`src/rtl/dma_stage_pkg.sv`:
```
package dma_stage_pkg;

  typedef enum logic [1:0] {
    ST_IDLE = 2'd0,
    ST_WAIT = 2'd1,
    ST_RD   = 2'd2,
    ST_WR   = 2'd3
  } seq_state_t;

  // bytes one fill aims for: the buffer capacity, or fewer near the end
  function automatic int fill_goal(input int left, input int cap);
    return (left >= cap) ? cap : left;
  endfunction

  // size of one bus cycle: a word only when the side is wide and 2+ bytes remain
  function automatic int unit_bytes(input logic wide, input int room);
    return (wide && room >= 2) ? 2 : 1;
  endfunction

endpackage

```
`src/rtl/dma_stage_buf.sv`:
```
module dma_stage_buf #(
  parameter int BYTES = 4,
  parameter int PW    = $clog2(BYTES) + 1
) (
  input  logic          clk,
  input  logic          rst_n,
  input  logic          clr,
  input  logic          wr_en,
  input  logic          wr_two,
  input  logic [15:0]   wr_data,
  input  logic          rd_en,
  input  logic          rd_two,
  output logic [PW-1:0] fill_lvl,
  output logic [PW-1:0] rd_pos,
  output logic [15:0]   rd_data
);
  localparam int AW = $clog2(BYTES);

  logic [7:0]    slot [BYTES];
  logic [PW-1:0] fill_nxt;
  logic [PW-1:0] rd_nxt;

  assign fill_nxt = fill_lvl + PW'(1);
  assign rd_nxt   = rd_pos + PW'(1);

  for (genvar i = 0; i < BYTES; i++) begin : g_slot
    always_ff @(posedge clk or negedge rst_n) begin
      if (!rst_n)                                   slot[i] <= 8'h00;
      else if (wr_en && fill_lvl == PW'(i))         slot[i] <= wr_data[7:0];
      else if (wr_en && wr_two && fill_nxt == PW'(i)) slot[i] <= wr_data[15:8];
    end
  end

  always_ff @(posedge clk or negedge rst_n) begin
    if (!rst_n) begin
      fill_lvl <= '0;
      rd_pos   <= '0;
    end else if (clr) begin
      fill_lvl <= '0;
      rd_pos   <= '0;
    end else begin
      if (wr_en) fill_lvl <= fill_lvl + (wr_two ? PW'(2) : PW'(1));
      if (rd_en) rd_pos   <= rd_pos + (rd_two ? PW'(2) : PW'(1));
    end
  end

  assign rd_data = {rd_two ? slot[rd_nxt[AW-1:0]] : 8'h00, slot[rd_pos[AW-1:0]]};

  // a fill never writes past the buffer capacity
  a_r5_no_overflow: assert property (@(posedge clk) disable iff (!rst_n)
    wr_en |-> (int'(fill_lvl) + (wr_two ? 2 : 1) <= BYTES));

  // data is only read from positions already filled
  a_r9_read_behind_fill: assert property (@(posedge clk) disable iff (!rst_n)
    rd_en |-> (int'(rd_pos) + (rd_two ? 2 : 1) <= int'(fill_lvl)));

endmodule

```
`src/rtl/dma_stage_cnt.sv`:
```
module dma_stage_cnt #(
  parameter int CNT_W = 16
) (
  input  logic             clk,
  input  logic             rst_n,
  input  logic             load,
  input  logic [CNT_W-1:0] load_val,
  input  logic             dec_en,
  input  logic             dec_two,
  output logic [CNT_W-1:0] cnt
);
  always_ff @(posedge clk or negedge rst_n) begin
    if (!rst_n)      cnt <= '0;
    else if (load)   cnt <= load_val;
    else if (dec_en) cnt <= cnt - (dec_two ? CNT_W'(2) : CNT_W'(1));
  end

  // the count is never decremented below zero
  a_r10_no_underflow: assert property (@(posedge clk) disable iff (!rst_n)
    dec_en |-> (cnt >= (dec_two ? CNT_W'(2) : CNT_W'(1))));

endmodule

```
`src/rtl/dma_stage_seq.sv`:
```
module dma_stage_seq
  import dma_stage_pkg::*;
#(
  parameter int CNT_W     = 16,
  parameter int BUF_BYTES = 4
) (
  input  logic             clk,
  input  logic             rst_n,
  input  logic             start,
  input  logic             dir_wr,
  input  logic             req_wide,
  input  logic             tgt_wide,
  input  logic [CNT_W-1:0] count_in,
  input  logic             dreq,
  input  logic             ready_n,
  input  logic [15:0]      bus_rdata,
  output logic             bus_req,
  output logic             bus_write,
  output logic             bus_to_req,
  output logic             bus_wide,
  output logic [15:0]      bus_wdata,
  output logic             busy,
  output logic             tc
);
  localparam int PW = $clog2(BUF_BYTES) + 1;

  seq_state_t state_q, state_d;
  logic dir_q, rw_q, tw_q, drain_q, tc_q;

  logic [CNT_W-1:0] cnt;
  logic [PW-1:0]    fill_lvl, rd_pos, goal, rd_sz, wr_sz;
  logic [15:0]      buf_rdata;
  logic             rd_wide, wr_wide;

  // named internal events
  logic load_ev, rd_done_ev, wr_done_ev, fill_done_ev, last_wr_ev, empty_ev;

  assign rd_wide = dir_q ? tw_q : rw_q;
  assign wr_wide = dir_q ? rw_q : tw_q;
  assign goal    = PW'(fill_goal(int'(cnt), BUF_BYTES));
  assign rd_sz   = PW'(unit_bytes(rd_wide, int'(goal - fill_lvl)));
  assign wr_sz   = PW'(unit_bytes(wr_wide, int'(fill_lvl - rd_pos)));

  assign load_ev      = (state_q == ST_IDLE) && start && (count_in != '0);
  assign rd_done_ev   = (state_q == ST_RD) && !ready_n;
  assign wr_done_ev   = (state_q == ST_WR) && !ready_n;
  assign fill_done_ev = rd_done_ev && ((fill_lvl + rd_sz) == goal);
  assign last_wr_ev   = wr_done_ev && (cnt == CNT_W'(wr_sz));
  assign empty_ev     = wr_done_ev && ((rd_pos + wr_sz) == fill_lvl);

  always_comb begin
    state_d = state_q;
    unique case (state_q)
      ST_IDLE: if (load_ev) state_d = ST_WAIT;
      ST_WAIT: if (dreq) state_d = drain_q ? ST_WR : ST_RD;
      ST_RD: if (rd_done_ev) begin
        if (fill_done_ev) state_d = ST_WR;
        else              state_d = dir_q ? ST_RD : ST_WAIT;
      end
      ST_WR: if (wr_done_ev) begin
        if (last_wr_ev)    state_d = ST_IDLE;
        else if (empty_ev) state_d = ST_WAIT;
        else               state_d = dir_q ? ST_WAIT : ST_WR;
      end
      default: state_d = ST_IDLE;
    endcase
  end

  always_ff @(posedge clk or negedge rst_n) begin
    if (!rst_n) begin
      state_q <= ST_IDLE;
      dir_q   <= 1'b0;
      rw_q    <= 1'b0;
      tw_q    <= 1'b0;
      drain_q <= 1'b0;
      tc_q    <= 1'b0;
    end else begin
      state_q <= state_d;
      tc_q    <= last_wr_ev;
      if (load_ev) begin
        dir_q   <= dir_wr;
        rw_q    <= req_wide;
        tw_q    <= tgt_wide;
        drain_q <= 1'b0;
      end else if (fill_done_ev) begin
        drain_q <= 1'b1;
      end else if (empty_ev) begin
        drain_q <= 1'b0;
      end
    end
  end

  dma_stage_buf #(.BYTES(BUF_BYTES), .PW(PW)) u_buf (
    .clk      (clk),
    .rst_n    (rst_n),
    .clr      (load_ev | empty_ev | last_wr_ev),
    .wr_en    (rd_done_ev),
    .wr_two   (rd_sz == PW'(2)),
    .wr_data  (bus_rdata),
    .rd_en    (wr_done_ev),
    .rd_two   (wr_sz == PW'(2)),
    .fill_lvl (fill_lvl),
    .rd_pos   (rd_pos),
    .rd_data  (buf_rdata)
  );

  dma_stage_cnt #(.CNT_W(CNT_W)) u_cnt (
    .clk      (clk),
    .rst_n    (rst_n),
    .load     (load_ev),
    .load_val (count_in),
    .dec_en   (wr_done_ev),
    .dec_two  (wr_sz == PW'(2)),
    .cnt      (cnt)
  );

  assign bus_req    = (state_q == ST_RD) || (state_q == ST_WR);
  assign bus_write  = (state_q == ST_WR);
  assign bus_to_req = (state_q == ST_RD) ^ dir_q;
  assign bus_wide   = (state_q == ST_RD) ? (rd_sz == PW'(2)) : (wr_sz == PW'(2));
  assign bus_wdata  = buf_rdata;
  assign busy       = (state_q != ST_IDLE);
  assign tc         = tc_q;

  // an open cycle holds its attributes through wait states
  a_r3_hold_cycle: assert property (@(posedge clk) disable iff (!rst_n)
    (bus_req && ready_n) |=> (bus_req && $stable(bus_write) && $stable(bus_to_req) && $stable(bus_wide)));

  // in read direction an unfinished fill returns to waiting after each read
  a_r4_one_read_per_req: assert property (@(posedge clk) disable iff (!rst_n)
    (!dir_q && rd_done_ev && !fill_done_ev) |=> !bus_req);

  // in read direction the drain starts with no gap
  a_r5_drain_follows: assert property (@(posedge clk) disable iff (!rst_n)
    (!dir_q && fill_done_ev) |=> (bus_req && bus_write && !bus_to_req));

  // in write direction the first write follows the fill at once
  a_r7_first_write: assert property (@(posedge clk) disable iff (!rst_n)
    (dir_q && fill_done_ev) |=> (bus_req && bus_write && bus_to_req));

  // terminal count is a single pulse seen only when idle
  a_r10_tc_idle: assert property (@(posedge clk) disable iff (!rst_n)
    tc |-> !busy);
  a_r10_tc_pulse: assert property (@(posedge clk) disable iff (!rst_n)
    tc |=> !tc);

endmodule

```
`config.mk`:
```
export PLATFORM = sky130hd
export DESIGN_NAME = dma_stage_seq
export DESIGN_NICKNAME = d
export VERILOG_FILES = /design/src/rtl/dma_stage_pkg.sv /design/src/rtl/dma_stage_buf.sv /design/src/rtl/dma_stage_cnt.sv /design/src/rtl/dma_stage_seq.sv
export SDC_FILE = /design/constraint.sdc
export NUM_CORES = 1
export LEC_CHECK = 0
export BUFFER_PORTS_ARGS = -buffer_cell sky130_fd_sc_hd__buf_2
export CORE_ASPECT_RATIO = 0.6
export CORE_UTILIZATION = 35
export CTS_BUF_LIST = sky130_fd_sc_hd__clkbuf_8
export DETAILED_ROUTE_END_ITERATION = 8
export MAX_ROUTING_LAYER = met4
export PLACE_DENSITY = 0.59
export SYNTH_ARGS = -nofsm -noshare
export SYNTH_HDL_FRONTEND = slang
export SYNTH_SLANG_ARGS = --single-unit
```
`constraint.sdc`:
```
create_clock -name clk -period 11.55 [get_ports clk]
set_input_delay 1.7325 -clock clk [delete_from_list [all_inputs] [get_ports clk]]
set_output_delay 1.7325 -clock clk [all_outputs]
set_load 0.005 [all_outputs]
```
==> flow_summary.yaml <==
outcome:
  outcome: "complete, no violations"
floorplan:
  io_pins: 62
  row_count: 30
  die_w_um: 141
  initial_core_util_pct: 35.9
  coreArea_um2: 11300
  die_h_um: 85.4
  dieArea_um2: 12100
yosys:
  synth_edf_count: 0
  syn_area_um2: 4060
  syn_nets: 460
  ys_seq_elements: 61
  synth_largest_area_cell: "dfrtp_1"
  yosys.area.top_type_share_pct: 37.6
  syn_area_per_cell_um2: 10.0
  async_flop_share_pct: 100
  synthFlopType: "dfrtp_1"
  synth.area.top_cells: "dfrtp_1, mux4_2, mux2i_1, nor2_1, a21oi_1"
  synth_warnings: 0
  synth_cell_types: 58
  seq_area_frac_synth_pct: 37.6
  syn_inst: 405
cts:
  ctsHoldBuffers: 0
  clock_tree.buffer_depth: 2
  clk_pin_slew_ns: 0.07
  cts-resized-gates: 0
  cts_setup_buffers: 0
  ctsRootBufferMaster: "clkbuf_8"
  clock-sinks: 61
  cts_max_level: 3
  insertion_delay_ns: 0.35
  cts_tree: "yes"
  cts_buffers: 9
setup_path:
  r2r_end: "state_q[1]"
  worst-r2r-setup-slack_ns: 6.66
  start_kind: "flop"
  crit_path_end_kind: "output pin"
  crit_type: "reg2out"
  crit_required_ns: 9.82
  r2r_start: "u_cnt.cnt[7]"
  critPathMaxFanout: 5
  worstPathArrival_ns: 3.75
  worst-r2r-cell-count: 20
place:
  place_ws_ns: 6.43
  dp.cells: 614
  numPortBuffers: 61
  gp_congestion: 0.798
  dp_hpwl_mm: 7.74
  place_area_um2: 4530
sta:
  fin_crit_ns: 5.48
  holdWs_ns: 0.509
  drv_slew: 0
  fmax_ghz: 0.182
  worst_pin_slew_ns: 1.10
  hold_viol_final: 0
  clock_skew_ns: 0.0116
  final.period_utilization_pct: 47.4
  relSlewSlack_pct: 26.7
  finalSetupViolCount: 0
  rsz0062_at_grt: "false"
  tns_ns: 0
  worst_slack_ns: 6.07
pwr:
  p_per_area_nw_per_um2: 277
  power_mw: 1.31
  ir_drop_mv: 0.0830
  p_leak_nw: 2.08
hold_path:
  holdPathStages: 1
  min_to: "u_cnt.cnt[7]"
  min-delay-start: "u_cnt.cnt[7]"
  min_path_type: "reg2reg"
route:
  via_count: 3334
  drtPass1Iterations: 4
  drtAntennaViolNets: 0
  drt_iter0_markers: 223
  wirelength_mm: 10.6
  via_per_inst: 5.29
  routedWlPerCell_um: 16.7
  drc: 0
grt:
  grt_pass1_vias: 3259
  globalRouteOverflowTotal: 0
  grt.total_usage_pct: 19.6
  grt_pass1_wl_mm: 17.5
  grt_max_degree: 62
  antenna_found_initial: 0
finish:
  utilization_pct: 41.8
  syn2layout_area_growth_pct: 16.3
  final_cell_mix: "dfrtp_1, buf_2, nor2_1, a21oi_1, mux2i_1"
  layout-drive-gt1-share_pct: 25.7
  final_cells: 630
  fillers: 1127
  diodes: 0
  final_area_um2: 4720
  fin_nets: 520
job:
  maxCapViolCount: 0
-- layer usage --
layer / up-vias / track usage (%) / share of wire [%]
met5: - / - / 0
met4: 0 / 4.55 / 0.48
met3: 4 / 5.30 / 6.8
met2: 89 / 28.2 / 44
met1: 1636 / 27.2 / 48
li1: 1605 / - / -
-- flip-flops by register name, indices dropped and copies added (netlist names) --
name and cells:
state_q 2, u_buf.fill_lvl 3, tc 1, tw_q 1
u_cnt.cnt 16, drain_q 1, u_buf.rd_pos 3, dir_q 1
rw_q 1, u_buf.slot 32
-- cell usage after synthesis, drive strengths merged, types with 4 or more instances --
master	number
nor4	9
or3b	4
nand4	4
xor2	4
nand3	11
xnor2	4
fa	4
o221ai	4
o21ai	7
buf	6
or2	4
mux2	5
nand2	31
nor2	53
mux4	16
clkbuf	11
ha	11
mux2i	35
a21oi	39
o211ai	8
dfrtp	61
nand2b	5
inv	17
nor2b	11
-- cells by family after synthesis --
kind of cell | count (synthesis) | share of synthesized area [%]
simple gates | 150 | 19.8
compound gates | 80 | 12.5
flops | 61 | 37.6
mux | 56 | 18.9
buf+inv | 34 | 3.48
fa+ha+maj | 15 | 5.36
xor+xnor | 9 | 2.31
-- worst max path at each step --
stage               slack, ns  cells past startpoint        to          from
floorplan                6.87                     12  bus_wide  u_cnt.cnt[7]
global placement         6.46                     13  bus_wide  u_cnt.cnt[7]
detailed placement       6.43                     13  bus_wide  u_cnt.cnt[7]
CTS                      6.05                     13  bus_wide  u_cnt.cnt[7]
global route             5.82                     13  bus_wide  u_cnt.cnt[7]
finish                   6.07                     13  bus_wide  u_cnt.cnt[7]
-- where the power goes --
group / total [mW] / internal (mW) / switching, mW
Combinational: 0.672 / 0.347 / 0.326
Clock: 0.189 / 0.0983 / 0.0910
Sequential: 0.445 / 0.315 / 0.130
-- layout make-up --
type	instances	area [µm²]	share of cell area, %
Clock buffer	9	124	2.62
Clock inverter	7	66.3	1.40
Tap cell	160	200	4.24
Inverter	17	63.8	1.35
Timing Repair Buffer	66	343	7.26
Multi-Input combinational cell	310	2400	50.8
Sequential cell	61	1530	32.3
-- critical path, cell delays in order, from the launching register on --
cell and delay, ns:
dfrtp_1 0.39, or4_4 0.58, nor3_1 0.46, and2_1 0.27
nand2_1 0.08, ha_1 0.18, inv_1 0.08, ha_1 0.26
o31a_1 0.30, a31oi_1 0.19, mux2i_1 0.21, nand2_1 0.20
mux2i_1 0.08, buf_2 0.13
(Power assumes the default switching activity.)
